==> src/rtl/dma_cmd_exec.sv <==
module dma_cmd_exec #(
  parameter int AW = 16,
  parameter int BW = 16
) (
  input  logic          clk,
  input  logic          rst_n,
  input  logic          cmd_valid,
  input  logic [7:0]    cmd_byte,
  input  logic [AW-1:0] start_a,
  input  logic [AW-1:0] start_b,
  input  logic [7:0]    flags_a,
  input  logic [7:0]    flags_b,
  input  logic [7:0]    mode_byte,
  input  logic          step_req,
  input  logic          match_evt,
  input  logic          end_evt,
  input  logic          xfer_tick,
  output logic [AW-1:0] addr_a,
  output logic [AW-1:0] addr_b,
  output logic [BW-1:0] byte_cnt,
  output logic          match_flag,
  output logic          endb_flag,
  output logic          dma_en,
  output logic          int_en,
  output logic          step_pend,
  output logic          rdy_level,
  output logic          wr0_clr
);
  localparam logic [7:0] OP_ENABLE = 8'h87;
  localparam logic [7:0] OP_STCLR  = 8'h8B;
  localparam logic [7:0] OP_IEON   = 8'hAB;
  localparam logic [7:0] OP_IEOFF  = 8'hAF;
  localparam logic [7:0] OP_FRDY   = 8'hB3;
  localparam logic [7:0] OP_RESET  = 8'hC3;
  localparam logic [7:0] OP_LOAD   = 8'hCF;
  localparam logic [7:0] OP_CONT   = 8'hD3;

  logic hit_en, hit_st, hit_ieon, hit_ieoff, hit_frdy, hit_rst, hit_load, hit_cont;
  assign hit_en    = cmd_valid && cmd_byte == OP_ENABLE;
  assign hit_st    = cmd_valid && cmd_byte == OP_STCLR;
  assign hit_ieon  = cmd_valid && cmd_byte == OP_IEON;
  assign hit_ieoff = cmd_valid && cmd_byte == OP_IEOFF;
  assign hit_frdy  = cmd_valid && cmd_byte == OP_FRDY;
  assign hit_rst   = cmd_valid && cmd_byte == OP_RESET;
  assign hit_load  = cmd_valid && cmd_byte == OP_LOAD;
  assign hit_cont  = cmd_valid && cmd_byte == OP_CONT;

  function automatic logic [AW-1:0] stepped(input logic [AW-1:0] v, input logic [1:0] code);
    case (code)
      2'b00:   stepped = v - 1'b1;
      2'b01:   stepped = v + 1'b1;
      default: stepped = v;
    endcase
  endfunction

  always_ff @(posedge clk) begin
    if (!rst_n) begin
      addr_a     <= '0;
      addr_b     <= '0;
      byte_cnt   <= '0;
      match_flag <= 1'b0;
      endb_flag  <= 1'b0;
      dma_en     <= 1'b0;
      int_en     <= 1'b0;
      step_pend  <= 1'b0;
      rdy_level  <= 1'b1;
      wr0_clr    <= 1'b0;
    end else begin
      wr0_clr <= hit_rst;
      if (step_req)  step_pend  <= 1'b1;
      if (match_evt) match_flag <= 1'b1;
      if (end_evt)   endb_flag  <= 1'b1;
      if (xfer_tick) byte_cnt   <= byte_cnt + 1'b1;
      if (hit_en) begin
        step_pend <= 1'b0;
        dma_en    <= 1'b1;
      end
      if (hit_st) begin
        match_flag <= 1'b0;
        endb_flag  <= 1'b0;
      end
      if (hit_ieon)  int_en <= 1'b1;
      if (hit_ieoff) int_en <= 1'b0;
      if (hit_frdy)  rdy_level <= mode_byte[3];
      if (hit_rst) begin
        step_pend <= 1'b0;
        int_en    <= 1'b0;
      end
      if (hit_load) begin
        addr_a     <= start_a;
        addr_b     <= start_b;
        byte_cnt   <= '0;
        match_flag <= 1'b0;
        endb_flag  <= 1'b0;
      end
      if (hit_cont) begin
        if (step_pend) begin
          addr_a <= stepped(addr_a, flags_a[5:4]);
          addr_b <= stepped(addr_b, flags_b[5:4]);
        end
        step_pend  <= 1'b0;
        byte_cnt   <= '0;
        match_flag <= 1'b0;
        endb_flag  <= 1'b0;
        dma_en     <= 1'b1;
      end
    end
  end

  AST_EN_RISE_CAUSE: assert property (@(posedge clk) disable iff (!rst_n)
    $rose(dma_en) |-> $past(hit_en || hit_cont));
  AST_STATUS_CLEARED: assert property (@(posedge clk) disable iff (!rst_n)
    (hit_st || hit_load || hit_cont) |=> (!match_flag && !endb_flag));
  AST_IE_ON: assert property (@(posedge clk) disable iff (!rst_n)
    hit_ieon |=> int_en);
  AST_RDY_FOLLOWS: assert property (@(posedge clk) disable iff (!rst_n)
    hit_frdy |=> rdy_level == $past(mode_byte[3]));
  AST_WR0_PULSE: assert property (@(posedge clk) disable iff (!rst_n)
    wr0_clr |-> $past(hit_rst));
  AST_RST_KEEPS_EN: assert property (@(posedge clk) disable iff (!rst_n)
    hit_rst |=> dma_en == $past(dma_en));
  AST_LOAD_A: assert property (@(posedge clk) disable iff (!rst_n)
    hit_load |=> addr_a == $past(start_a));
  AST_ADDR_HOLD: assert property (@(posedge clk) disable iff (!rst_n)
    !(hit_load || hit_cont) |=> $stable(addr_a) && $stable(addr_b));
  AST_CONT_NOPEND: assert property (@(posedge clk) disable iff (!rst_n)
    (hit_cont && !step_pend) |=> $stable(addr_a));
endmodule

==> config.mk <==
export PLATFORM = sky130hd
export DESIGN_NAME = dma_cmd_exec
export DESIGN_NICKNAME = d
export VERILOG_FILES = /design/src/rtl/dma_cmd_exec.sv
export SDC_FILE = /design/constraint.sdc
export NUM_CORES = 1
export LEC_CHECK = 0
export BUFFER_PORTS_ARGS = -buffer_cell sky130_fd_sc_hd__clkbuf_2
export CORE_MARGIN = 2
export CORE_UTILIZATION = 35
export DETAILED_ROUTE_END_ITERATION = 6
export GPL_ROUTABILITY_DRIVEN = 1
export PLACE_DENSITY = 0.66
export SETUP_SLACK_MARGIN = 0.2
export SLEW_MARGIN = 25
export SYNTH_ARGS = -nofsm -noshare
export SYNTH_HDL_FRONTEND = slang
export SYNTH_SLANG_ARGS = --single-unit
==> constraint.sdc <==
create_clock -name clk -period 5.3 [get_ports clk]
set_clock_uncertainty 0.15 [all_clocks]
set_input_delay 1.06 -clock clk [delete_from_list [all_inputs] [get_ports clk]]
set_output_delay 1.06 -clock clk [all_outputs]
set_load 0.02 [all_outputs]
==> metrics.md, run 1 <==
| Metric | Value |
|---|---|
| Status | completed |
| Initial Utilization | 35.6% |
| Unique masters post-synth | 65 |
| CTS Buf Count | 5 |
| Antenna-violating nets left | 0 |
| Final hold vios | 0 |
| Worst r2r src | step_pend |
| Sink Count | 55 |
| Worst Path Required | about 5.3 ns |
| Hold path depth | 2 |
| Clk pwr share | 32.0% |
| Area post-placement | between 0.004 and 0.005 mm² |
| Fill cells | between 1,000 and 1,500 |
| Post-Synthesis Cells | about 460 |
| Max-slew violation count | 0 |
| Worst slew pin tran | between 0.8 and 0.9 ns |
| Port Buffers | about 110 |
| CORE AREA | between 0.01 and 0.015 mm² |
| Detailed Place HPWL | 7.96 mm |
| CP peak stage delay | 0.55 ns |
| Root Driver | clkbuf_8 |
| Final period util | approximately 70% |
| Cell area after synthesis | around 0.0038 mm² |
| Rel. slew slack | between 40 and 50% |
| H-tree depth | 2 |
| I/O pins | 126 |
| Drt pass-1 iters | 4 |
| Tmin final | about 3.8 ns |
| Final hold slack | between 0.3 and 0.4 ns |
| Flop2flop setup slack | about 2.8 ns |
| Setup TNS | 0 ns |
| Grt ovf | 0 |
| DP Worst Slack | 1.29 ns |
| First-pass GRT wire length | 16.8 mm |
| Cell taking the most area after synthesis | dfxtp_1 |
| Worst Setup SP | flags_a[5] |
| Clk_lat worst skew | ~0.32 ns |
| Resize count post-CTS | 0 |
| Syn Area/Cell | between 8 and 9 µm² |
| CP Launch Type | input pin |
| Final Setup Violations | 0 |
| Final WL | ~11 mm |
| GRT Overall Usage | between 15 and 20% |
| Layout cells sized above 1 | approximately 24% |
| # Max-Cap Violations | 0 |
| Psw | between 200 and 250 µW |
| Die X | between 100 and 150 µm |
| Ant diodes | 0 |
| Async SR Flop Fraction | 0% |
| Net Sw Frac | approximately 28% |
| Die ar. | ~0.012 mm² |
| Setup ws final | roughly 1.5 ns |
| Worst-path clk slew | 0.10 ns |
| Per-cell routed wire length | roughly 15 µm |
| Sequential share of power | 53.7% |
| WP data arrival | around 3.8 ns |
| Setup Buffers After CTS | 0 |
| Worst setup EP type | flip-flop |
| Family with the most delay on the worst path | compound AO/OA/AOI/OAI gates |
| VDD IR-drop max | 99.6 µV |
| Most frequent cell after synthesis | dfxtp_1 |
| Worst path depth | 9 |
| Post-route cell area | between 0.004 and 0.005 mm² |
| Utilization after layout | between 40% and 50% |
| Die height | roughly 110 µm |
| Vias in the first global route | about 3,700 |
| Top_reg_cell synth | dfxtp_1 |
| Max stage delay cell, worst path | ha_1 |
| Synth Warn # | 0 |
| Seq/Total Area, Yosys | between 20% and 30% |
| First DRT Iteration DRCs | roughly 220 |
| Pint | about 570 µW |
| Max Clock Freq | between 200 and 300 MHz |
| Kind of critical path | in2reg |
| Layout Nets | ~660 |
| Area grow syn2layout | 19.4% |
| Synth Register Bits | 55 |
| Post-synth net total | around 560 |
| Gate power share | 14.3% |
| Crit path max fanout | 18 |
| CTS tree | done |
| Top post-synthesis cells by count | dfxtp_1 (55), a21oi_1 (45), nand2_1 (41), nor2_1 (40), ha_1 (33) |
| Vias per cell | between 5 and 6 |
| Number of enable flip-flop cells after synthesis | 0 |
| Longest Clk Path Bufs | 2 |
| Largest net degree at the start of global routing | 32 |
| Buf+Inv Stages, Crit Path | 1 |
| Synth area leaders | dfxtp_1 (29%), ha_1 (11%), a21oi_1 (5.9%) |
| Post-CTS Hold Buffers | 0 |
| FP Rows | 38 |
| P per Cell Area | ~170 mW/mm² |
| Initial antenna violation count | 0 |
| Worst Reg-to-Reg Cells | 5 |
| Placer congestion estimate | just over 0.9 |
| Critical Path, Cell by Cell | clkbuf_2, nand2b_1, ha_1, nor2b_1, o31ai_1, a31oi_1, a311oi_1, xor2_1, o22ai_1 |
| Hold Crit Start | rdy_level |
| DRC | 0 |
| Synth top area share | around 29% |
| Leakage power | 2.05 nW |
| Via count | roughly 3,800 |
| RSZ-0062 raised after global routing | no |
| Worst hold path class | reg2reg |
-- metal layers --
layer | share of wire, % | vias up | GRT usage [%]
met5 | 0 | - | 0
met4 | 2.3 | 0 | 8.70
met3 | 3.9 | 18 | 2.71
met2 | 51 | 96 | 31.8
met1 | 43 | 1783 | 20.7
li1 | - | 1888 | -
-- cell families (layout without fill, tap and decap cells) --
logic type,Yosys count,after routing,share of synthesized area [%]
xor gates and xnor gates,38,38,8.70
adders and majority gates,35,35,11.8
buffers and inverters,27,127,3.07
AOI/OAI and AO/OA,147,147,25.7
DFF,55,55,28.8
muxes,4,4,1.08
and+or+nand+nor,151,151,20.8
-- worst min-delay path, cell delays in order, from the launching register on --
cell	delay, ns
dfxtp_1	0.33
nand2_1	0.05
nand3_1	0.06
-- cells in the final DEF, fill, tap and decap left out, drive strengths merged, types with 3 or more instances in the layout --
master and n:
nand3 14, nor3 7, dfxtp 55, o22ai 7, a311oi 3, o21a 3
a211oi 4, nor4 5, o21ai 17, mux2i 3, nand4b 3, o221ai 3
ha 33, or2 3, nand4 6, and3 5, clkbuf 112, xor2 24
inv 13, a31oi 5, o31ai 5, nand2 41, or3 4, nor2 41
a21o 14, a22oi 24, a21boi 3, nor2b 5, nand2b 6, a21oi 45
xnor2 14, and2 3
-- power groups by stage --
stage / Combinational [mW] / Clock, mW / Sequential (mW)
2_1_floorplan: 0.0656 / 0 / 0.435
3_3_place_gp: 0.108 / 0 / 0.431
3_5_place_dp: 0.111 / 0 / 0.431
4_1_cts: 0.112 / 0.262 / 0.421
5_1_grt: 0.123 / 0.278 / 0.422
6_report: 0.112 / 0.251 / 0.421
-- cell type report --
cell class              instances  area (µm²)  share of cell area [%]
multi-input cells             375        2620                    57.3
flip-flops and latches         55        1100                    24.1
repair buffers                107         538                    11.8
well taps                     140         175                    3.84
clock buffers                   6        82.6                    1.81
inverters                      13        48.8                    1.07
clock inverters                 1        5.00                   0.110
-- per-stage QoR --
stage	total power, mW	std cells
finish	0.784	697
global route	0.824	697
CTS	0.795	697
detailed placement	0.542	690
global placement	0.539	690
floorplan	0.500	457
-- flip-flops by register name, indices dropped and copies added, names as in the netlist --
| register | flops |
|---|---|
| addr_a | 16 |
| addr_b | 16 |
| byte_cnt | 16 |
| dma_en | 1 |
| endb_flag | 1 |
| int_en | 1 |
| match_flag | 1 |
| rdy_level | 1 |
| step_pend | 1 |
| wr0_clr | 1 |
-- final timing paths --
path / to
min reg2reg: rdy_level
min: rdy_level
max reg2reg: addr_a[13]
max: addr_a[12]
No activity file was read; power rests on OpenSTA's default activity.
==> inputs of run 2 (changes only) <==
Settings changed: ABC_AREA set to 1.
Clock period 5.3 ns to 3 ns, I/O delays scaled along.
==> metrics.md, run 2 <==
| Metric | Value |
|---|---|
| Status | completed (unchanged) |
| WP data arrival | 2.43 ns (was 3.80 ns) |
| CTS Buf Count | 5 (unchanged) |
| FP Rows | 43 (was 38) |
| Net Sw Frac | 28.8% (was 27.7%) |
| Async SR Flop Fraction | 0% (unchanged) |
| Number of enable flip-flop cells after synthesis | 0 (unchanged) |
| CP peak stage delay | 0.41 ns (was 0.55 ns) |
| Rel. slew slack | 63.9% (was 44.6%) |
| Worst Reg-to-Reg Cells | 10 (was 5) |
| Initial Utilization | 35.7% (was 35.6%) |
| Antenna-violating nets left | 0 (unchanged) |
| Post-synth net total | 942 (was 563) |
| Die height | 123 µm (was 109 µm) |
| Hold Crit Start | byte_cnt[14] (was rdy_level) |
| Met2 WL post-DR | 7.03 mm (was 5.35 mm) |
| Worst Hold Path EP | byte_cnt[14] (was rdy_level) |
| Worst slew pin tran | 0.541 ns (was 0.832 ns) |
| Critical Path, Cell by Cell | clkbuf_2, inv_1, nand2_1, buf_4, inv_1, fa_1, inv_1, nand3_1, nand3_1, a21oi_1, or2_2, nand3_1, nand2_1, a21oi_1 (was clkbuf_2, nand2b_1, ha_1, nor2b_1, o31ai_1, a31oi_1, a311oi_1, xor2_1, o22ai_1) |
| CORE AREA | 0.0138 mm² (was 0.0107 mm²) |
| Worst r2r src | addr_b[0] (was step_pend) |
| Largest regs | addr_a: 16 flops, addr_b: 16 flops, byte_cnt: 16 flops (unchanged) |
| Layout Nets | 1,046 (was 663) |
| Kind of critical path | in2reg (unchanged) |
| Worst hold path class | reg2reg (unchanged) |
| Highest-count cells in the layout ignoring fill and taps | nand2_1 (295), inv_1 (125), nand3_1 (109) (was clkbuf_2 (106), dfxtp_1 (55), a21oi_1 (45)) |
| Worst Path Required | 3.08 ns (was 5.34 ns) |
| Sequential share of power | 46.4% (was 53.7%) |
| Top_reg_cell synth | dfxtp_1 (unchanged) |
| Leakage power | 3.21 nW (was 2.05 nW) |
| Adder-cell share of the synthesized area | 9.22% (was 11.8%) |
| Max stage delay cell, worst path | fa_1 (was ha_1) |
| R2r endpoint | addr_b[8] (was addr_a[13]) |
| Synth Register Bits | 55 (unchanged) |
| Met3 WL post-DR | 547 µm (was 406 µm) |
| Port Buffers | 106 (unchanged) |
| Unique masters post-synth | 36 (was 65) |
| CTS tree | done (unchanged) |
| Max Clock Freq | between 400 and 500 MHz |
| Simple-gate area share of the yosys netlist | 44.0% (was 20.8%) |
| CP Launch Type | input pin (unchanged) |
| Area post-placement | 0.00562 mm² (was 0.00448 mm²) |
| Synth area leaders | nand2_1 (23%), dfxtp_1 (22%), nand3_1 (11%) (was dfxtp_1 (29%), ha_1 (11%), a21oi_1 (5.9%)) |
| Vias per cell | 4.79 (was 5.43) |
| Per-cell routed wire length | 12.5 µm (was 15.1 µm) |
| Post-route cell area | 0.00577 mm² (was 0.00457 mm²) |
| Clk pwr share | 38.7% (was 32.0%) |
| Seq/Total Area, Yosys | 22.4% (was 28.8%) |
| Gate power share | 14.9% (was 14.3%) |
| Psw | 460 µW (was 217 µW) |
| Final Setup Violations | 0 (unchanged) |
| Post-CTS Hold Buffers | 0 (unchanged) |
| Setup TNS | 0 ns (unchanged) |
| M1 WL | 6.15 mm (was 4.52 mm) |
| Ant diodes | 0 (unchanged) |
| Layout cells sized above 1 | 15.8% (was 24.1%) |
| Worst setup EP type | flip-flop (unchanged) |
| Top post-synthesis cells by count | nand2_1 (295), inv_1 (125), nand3_1 (109), a21oi_1 (59), dfxtp_1 (55) (was dfxtp_1 (55), a21oi_1 (45), nand2_1 (41), nor2_1 (40), ha_1 (33)) |
| Fill cells | 1,562 (was 1,086) |
| Pint | 1.14 mW (was 567 µW) |
| Final period util | 78.3% |
| Grt ovf | 0 (unchanged) |
| Post-synthesis compound-gate area fraction | 9.27% (was 25.7%) |
| Final hold vios | 0 (unchanged) |
| Post-Synthesis Cells | 836 (was 457) |
| Flop2flop setup slack | 0.87 ns (was 2.78 ns) |
| First-pass GRT wire length | 22.8 mm (was 16.8 mm) |
| GRT Overall Usage | 18.7% (was 17.8%) |
| Longest Clk Path Bufs | 2 (unchanged) |
| P per Cell Area | 277 mW/mm² (was 172 mW/mm²) |
| Area grow syn2layout | 17.4% (was 19.4%) |
| Drt pass-1 iters | 4 (unchanged) |
| Sink Count | 55 (unchanged) |
| DRC | 0 (unchanged) |
| Largest family of logic cells by synthesized area | simple AND/OR/NAND/NOR gates (was compound AO/OA/AOI/OAI gates) |
| Die ar. | 0.0150 mm² (was 0.0118 mm²) |
| First DRT Iteration DRCs | 218 (was 215) |
| VDD IR-drop max | 245 µV (was 99.6 µV) |
| Synth top area share | 22.5% (was 28.8%) |
| Utilization after layout | 41.9% (was 42.5%) |
| Commonest non-fill, non-tap cell in the layout | nand2_1 (was clkbuf_2) |
| Vias in the first global route | 4,843 (was 3,680) |
| RSZ-0062 raised after global routing | no (unchanged) |
| Setup Buffers After CTS | 0 (unchanged) |
| Placer congestion estimate | 0.887 (was 0.913) |
| Max Used Layer | met4 (unchanged) |
| Resize count post-CTS | 0 (unchanged) |
| Cell area after synthesis | 0.00491 mm² (was 0.00382 mm²) |
| Cell taking the most area after synthesis | nand2_1 (was dfxtp_1) |
| # Max-Cap Violations | 0 (unchanged) |
| Root Driver | clkbuf_16 (was clkbuf_8) |
| Die X | 123 µm (was 109 µm) |
| Synth Warn # | 0 (unchanged) |
| H-tree depth | 2 (unchanged) |
| Crit path max fanout | 4 (was 18) |
| Largest net degree at the start of global routing | 37 (was 32) |
| Detailed Place HPWL | 10.7 mm (was 7.96 mm) |
| I/O pins | 126 (unchanged) |
| Post-synthesis xor/xnor area fraction | 2.49% (was 8.70%) |
| Final WL | 14.0 mm (was 10.5 mm) |
| Most frequent cell after synthesis | nand2_1 (was dfxtp_1) |
| Hold path depth | 2 (unchanged) |
| Mux contribution to synthesized area | 0% (was 1.08%) |
| Worst-path clk slew | 0.08 ns (was 0.10 ns) |
| Register area | 0.00110 mm² (unchanged) |
| Area of the multi-input gates | 0.00319 mm² (was 0.00262 mm²) |
| Syn Area/Cell | 5.88 µm² (was 8.37 µm²) |
| Clk_lat worst skew | 0.30 ns (was 0.32 ns) |
| Tmin final | 2.35 ns |
| Via count | 5,365 (was 3,785) |
| Initial antenna violation count | 0 (unchanged) |
| Max-slew violation count | 0 (unchanged) |
==> run 2: routing by layer <==
layer / vias to the layer above / track usage [%]
met5: - / 0
met4: 0 / 4.81
met3: 15 / 1.91
met2: 88 / 34.0
met1: 2394 / 23.5
li1: 2868 / -
==> run 2: layout make-up <==
| type | instances | area share [%] |
|---|---|---|
| well taps | 180 | 3.90 |
| repair buffers | 116 | 10.5 |
| flip-flops and latches | 55 | 19.1 |
| clock inverters | 3 | 0.434 |
| multi-input cells | 631 | 55.4 |
| inverters | 131 | 8.55 |
| clock buffers | 5 | 2.17 |
==> run 2: power by group through the flow <==
stage	registers, mW	logic, mW	clock network, mW
3_5_place_dp	0.760	0.239	0
4_1_cts	0.742	0.240	0.633
3_3_place_gp	0.760	0.235	0
2_1_floorplan	0.766	0.147	0
6_report	0.743	0.239	0.618
5_1_grt	0.744	0.272	0.665
==> run 2: worst max path at each step <==
stage | endpoint | slack (ns) | startpoint | cells after the start
after CTS | addr_b[8] | 0.65 | flags_b[5] | 14
after floorplan | addr_a[8] | 0.49 | flags_a[5] | 12
final | addr_b[8] | 0.65 | flags_b[5] | 14
after detailed placement | addr_b[8] | 0.34 | flags_b[5] | 14
after global placement | addr_a[13] | 0.38 | flags_a[5] | 15
after global routing | addr_a[11] | 0.44 | flags_a[5] | 15
==> run 2: cells by family (layout without fill, tap and decap cells) <==
family | after synthesis | in the layout
flops | 55 | 55
buf+inv | 150 | 255
fa+ha+maj | 35 | 35
simple gates | 496 | 496
compound gates | 86 | 86
xor+xnor | 14 | 14
==> run 2: per-stage QoR <==
step / setup WS, ns / instances / total power [mW] / hold WS [ns]
2_1_floorplan: 0.486 / 836 / 0.913 / 0.390
3_3_place_gp: 0.384 / 1113 / 0.995 / 0.304
3_5_place_dp: 0.343 / 1113 / 0.999 / 0.310
4_1_cts: 0.645 / 1121 / 1.62 / 0.322
5_1_grt: 0.435 / 1121 / 1.68 / 0.349
6_report: 0.650 / 1121 / 1.60 / 0.324
==> run 2: critical path: cells and delay by family <==
family	cells	cell delay (ns)
buffers and inverters	5	0.51
AO/OA/AOI/OAI	2	0.20
AND/OR/NAND/NOR	6	0.69
adder cells (fa/ha/maj)	1	0.41
==> inputs of run 3 (changes only) <==
Settings changed: ABC_AREA 1 to 0, PLACE_DENSITY 0.66 to 0.68.
Clock period 3 ns to 2.1 ns, I/O delays scaled along.
==> metrics.md, run 3 (synthesized netlist as in run 1, its figures left out) <==
| Metric | Value |
|---|---|
| DRC | 0 (unchanged) |
| VDD IR-drop max | 419 µV (was 245 µV) |
| Worst hold path class | in2reg (was reg2reg) |
| Final Setup Violations | 3 (was 0) |
| Status | finished with violations (was completed) |
| Final WL | 13.5 mm (was 14.0 mm) |
| Vias per cell | 5.42 (was 4.79) |
| Per-cell routed wire length | 16.6 µm (was 12.5 µm) |
| Grt ovf | 0 (unchanged) |
| Worst slew pin tran | 0.688 ns (was 0.541 ns) |
| H-tree depth | 2 (unchanged) |
| CP peak stage delay | 0.31 ns (was 0.41 ns) |
| Worst-path clk slew | 0.10 ns (was 0.08 ns) |
| Violated checks | setup timing |
| Sink Count | 55 (unchanged) |
| Die X | 109 µm (was 123 µm) |
| Hold Crit Start | match_evt (was byte_cnt[14]) |
| Family with the most delay on the worst path | compound AO/OA/AOI/OAI gates (was simple AND/OR/NAND/NOR gates) |
| DP Cell Count | 780 (was 1,113) |
| I/O pins | 126 (unchanged) |
| Initial Utilization | 35.6% (was 35.7%) |
| Largest net degree at the start of global routing | 21 (was 37) |
| Final hold slack | 0.143 ns (was 0.324 ns) |
| Layout Nets | 779 (was 1,046) |
| DP Worst Slack | -0.489 ns (was 0.343 ns) |
| Max-slew violation count | 0 (unchanged) |
| First DRT Iteration DRCs | 232 (was 218) |
| CORE AREA | 0.0107 mm² (was 0.0138 mm²) |
| Detailed Place HPWL | 9.43 mm (was 10.7 mm) |
| Worst Path Required | 2.19 ns (was 3.08 ns) |
| RSZ-0062 raised after global routing | yes (was no) |
| Die height | 109 µm (was 123 µm) |
| Clk_lat worst skew | 0.34 ns (was 0.30 ns) |
| First-pass GRT wire length | 21.0 mm (was 22.8 mm) |
| Vias in the first global route | 4,390 (was 4,843) |
| GRT Overall Usage | 22.6% (was 18.7%) |
| Port Buffers | 106 (unchanged) |
| CTS tree | done (unchanged) |
| Max stage delay cell, worst path | o311a_1 (was fa_1) |
| Die ar. | 0.0118 mm² (was 0.0150 mm²) |
| Antenna-violating nets left | 0 (unchanged) |
| Critical Path, Cell by Cell | clkbuf_2, nand2b_4, buf_4, ha_4, a21o_1, o2111a_2, o311a_1, o21a_1, o32ai_2 (was clkbuf_2, inv_1, nand2_1, buf_4, inv_1, fa_1, inv_1, nand3_1, nand3_1, a21oi_1, or2_2, nand3_1, nand2_1, a21oi_1) |
| Final period util | 103% |
| FP Rows | 38 (was 43) |
| Drt pass-1 iters | 4 (unchanged) |
| Max Clock Freq | approximately 460 MHz |
| Crit path max fanout | 6 (was 4) |
| WP data arrival | 2.26 ns (was 2.43 ns) |
| CTS Buf Count | 5 (unchanged) |
| Rel. slew slack | 54.1% (was 63.9%) |
| Post-route cell area | 0.00629 mm² (was 0.00577 mm²) |
| Post-CTS Hold Buffers | 0 (unchanged) |
| Area post-placement | 0.00539 mm² (was 0.00562 mm²) |
| Largest regs | addr_a: 16 flops, addr_b: 16 flops, byte_cnt: 16 flops (unchanged) |
| Setup ws final | -0.0625 ns (was 0.650 ns) |
| CP Launch Type | input pin (unchanged) |
| Initial antenna violation count | 0 (unchanged) |
| Kind of critical path | in2reg (unchanged) |
| Tmin final | between 2 and 2.5 ns |
| Worst Setup SP | flags_b[4] (was flags_b[5]) |
| # Max-Cap Violations | 0 (unchanged) |
| Longest Clk Path Bufs | 2 (unchanged) |
| P per Cell Area | 385 mW/mm² (was 277 mW/mm²) |
| Leakage power | 2.76 nW (was 3.21 nW) |
| Placer congestion estimate | 0.929 (was 0.887) |
| Commonest non-fill, non-tap cell in the layout | clkbuf_2 (was nand2_1) |
| Worst setup EP type | flip-flop (unchanged) |
| Worst r2r src | addr_b[4] (was addr_b[0]) |
| Layout cells sized above 1 | 51.5% (was 15.8%) |
| Final hold vios | 0 (unchanged) |
| Via count | 4,410 (was 5,365) |
| Root Driver | clkbuf_8 (was clkbuf_16) |
| Buf+Inv Stages, Crit Path | 2 (was 5) |
| Ant diodes | 0 (unchanged) |
| Area grow syn2layout | 64.3% (was 17.4%) |
| Final cell count without fillers | 814 (was 1,121) |
| Highest-count cells in the layout ignoring fill and taps | clkbuf_2 (103), buf_4 (101), dfxtp_1 (46) (was nand2_1 (295), inv_1 (125), nand3_1 (109)) |
==> run 3: worst register-to-register path, stage by stage (launching register included) <==
cell and delay, ns:
dfxtp_1 0.41, ha_4 0.24, a21oi_1 0.19, o21ai_2 0.08, o2111a_2 0.28, o311a_1 0.31, o21a_1 0.18, o32ai_2 0.18
==> run 3: what timing repair did <==
item / in CTS / in global routing
cloned: 2 / 0
buffers inserted: 12 / 12
pin swaps: 40 / 42
endpoints found under the setup margin: 23 / 33
gates resized for setup: 73 / 51
==> run 3: worst paths after layout <==
| kind | to | slack (ns) | cells after the start |
|---|---|---|---|
| setup reg to reg | addr_b[13] | -0.03 | 7 |
| hold / removal | match_flag | 0.14 | 3 |
| setup / recovery | addr_b[13] | -0.06 | 9 |
| hold reg to reg | match_flag | 0.33 | 2 |
==> run 3: area by class of cell <==
cell class / instances / area (µm²)
clock inverters: 3 / 67.6
flip-flops and latches: 55 / 1110
multi-input cells: 377 / 3320
clock buffers: 5 / 68.8
inverters: 13 / 48.8
well taps: 140 / 175
fillers: 941 / 4460
repair buffers: 221 / 1490
==> run 3: report_power, final <==
| part | switching [mW] | total, mW | internal [mW] |
|---|---|---|---|
| Sequential | 0.0111 | 1.06 | 1.05 |
| Clock | 0.406 | 0.882 | 0.476 |
| Combinational | 0.238 | 0.477 | 0.238 |
==> run 3: metrics by stage <==
step                TNS (ns)  util, %  total power [mW]
global placement       -6.65     50.2              1.46
floorplan              -1.67        -              1.29
detailed placement     -7.87     50.2              1.47
finish                -0.120     58.5              2.42
CTS                  -0.0419     55.8              2.40
global route          -0.400     58.5              2.52
==> run 3: layer usage <==
metal  share of wire, %  routed length [µm]  global-route usage [%]
met1                 42                5640                    26.5
met2                 49                6660                    38.5
met3                5.9                 794                    5.91
met4                3.1                 417                    9.98
met5                  0                   0                       0
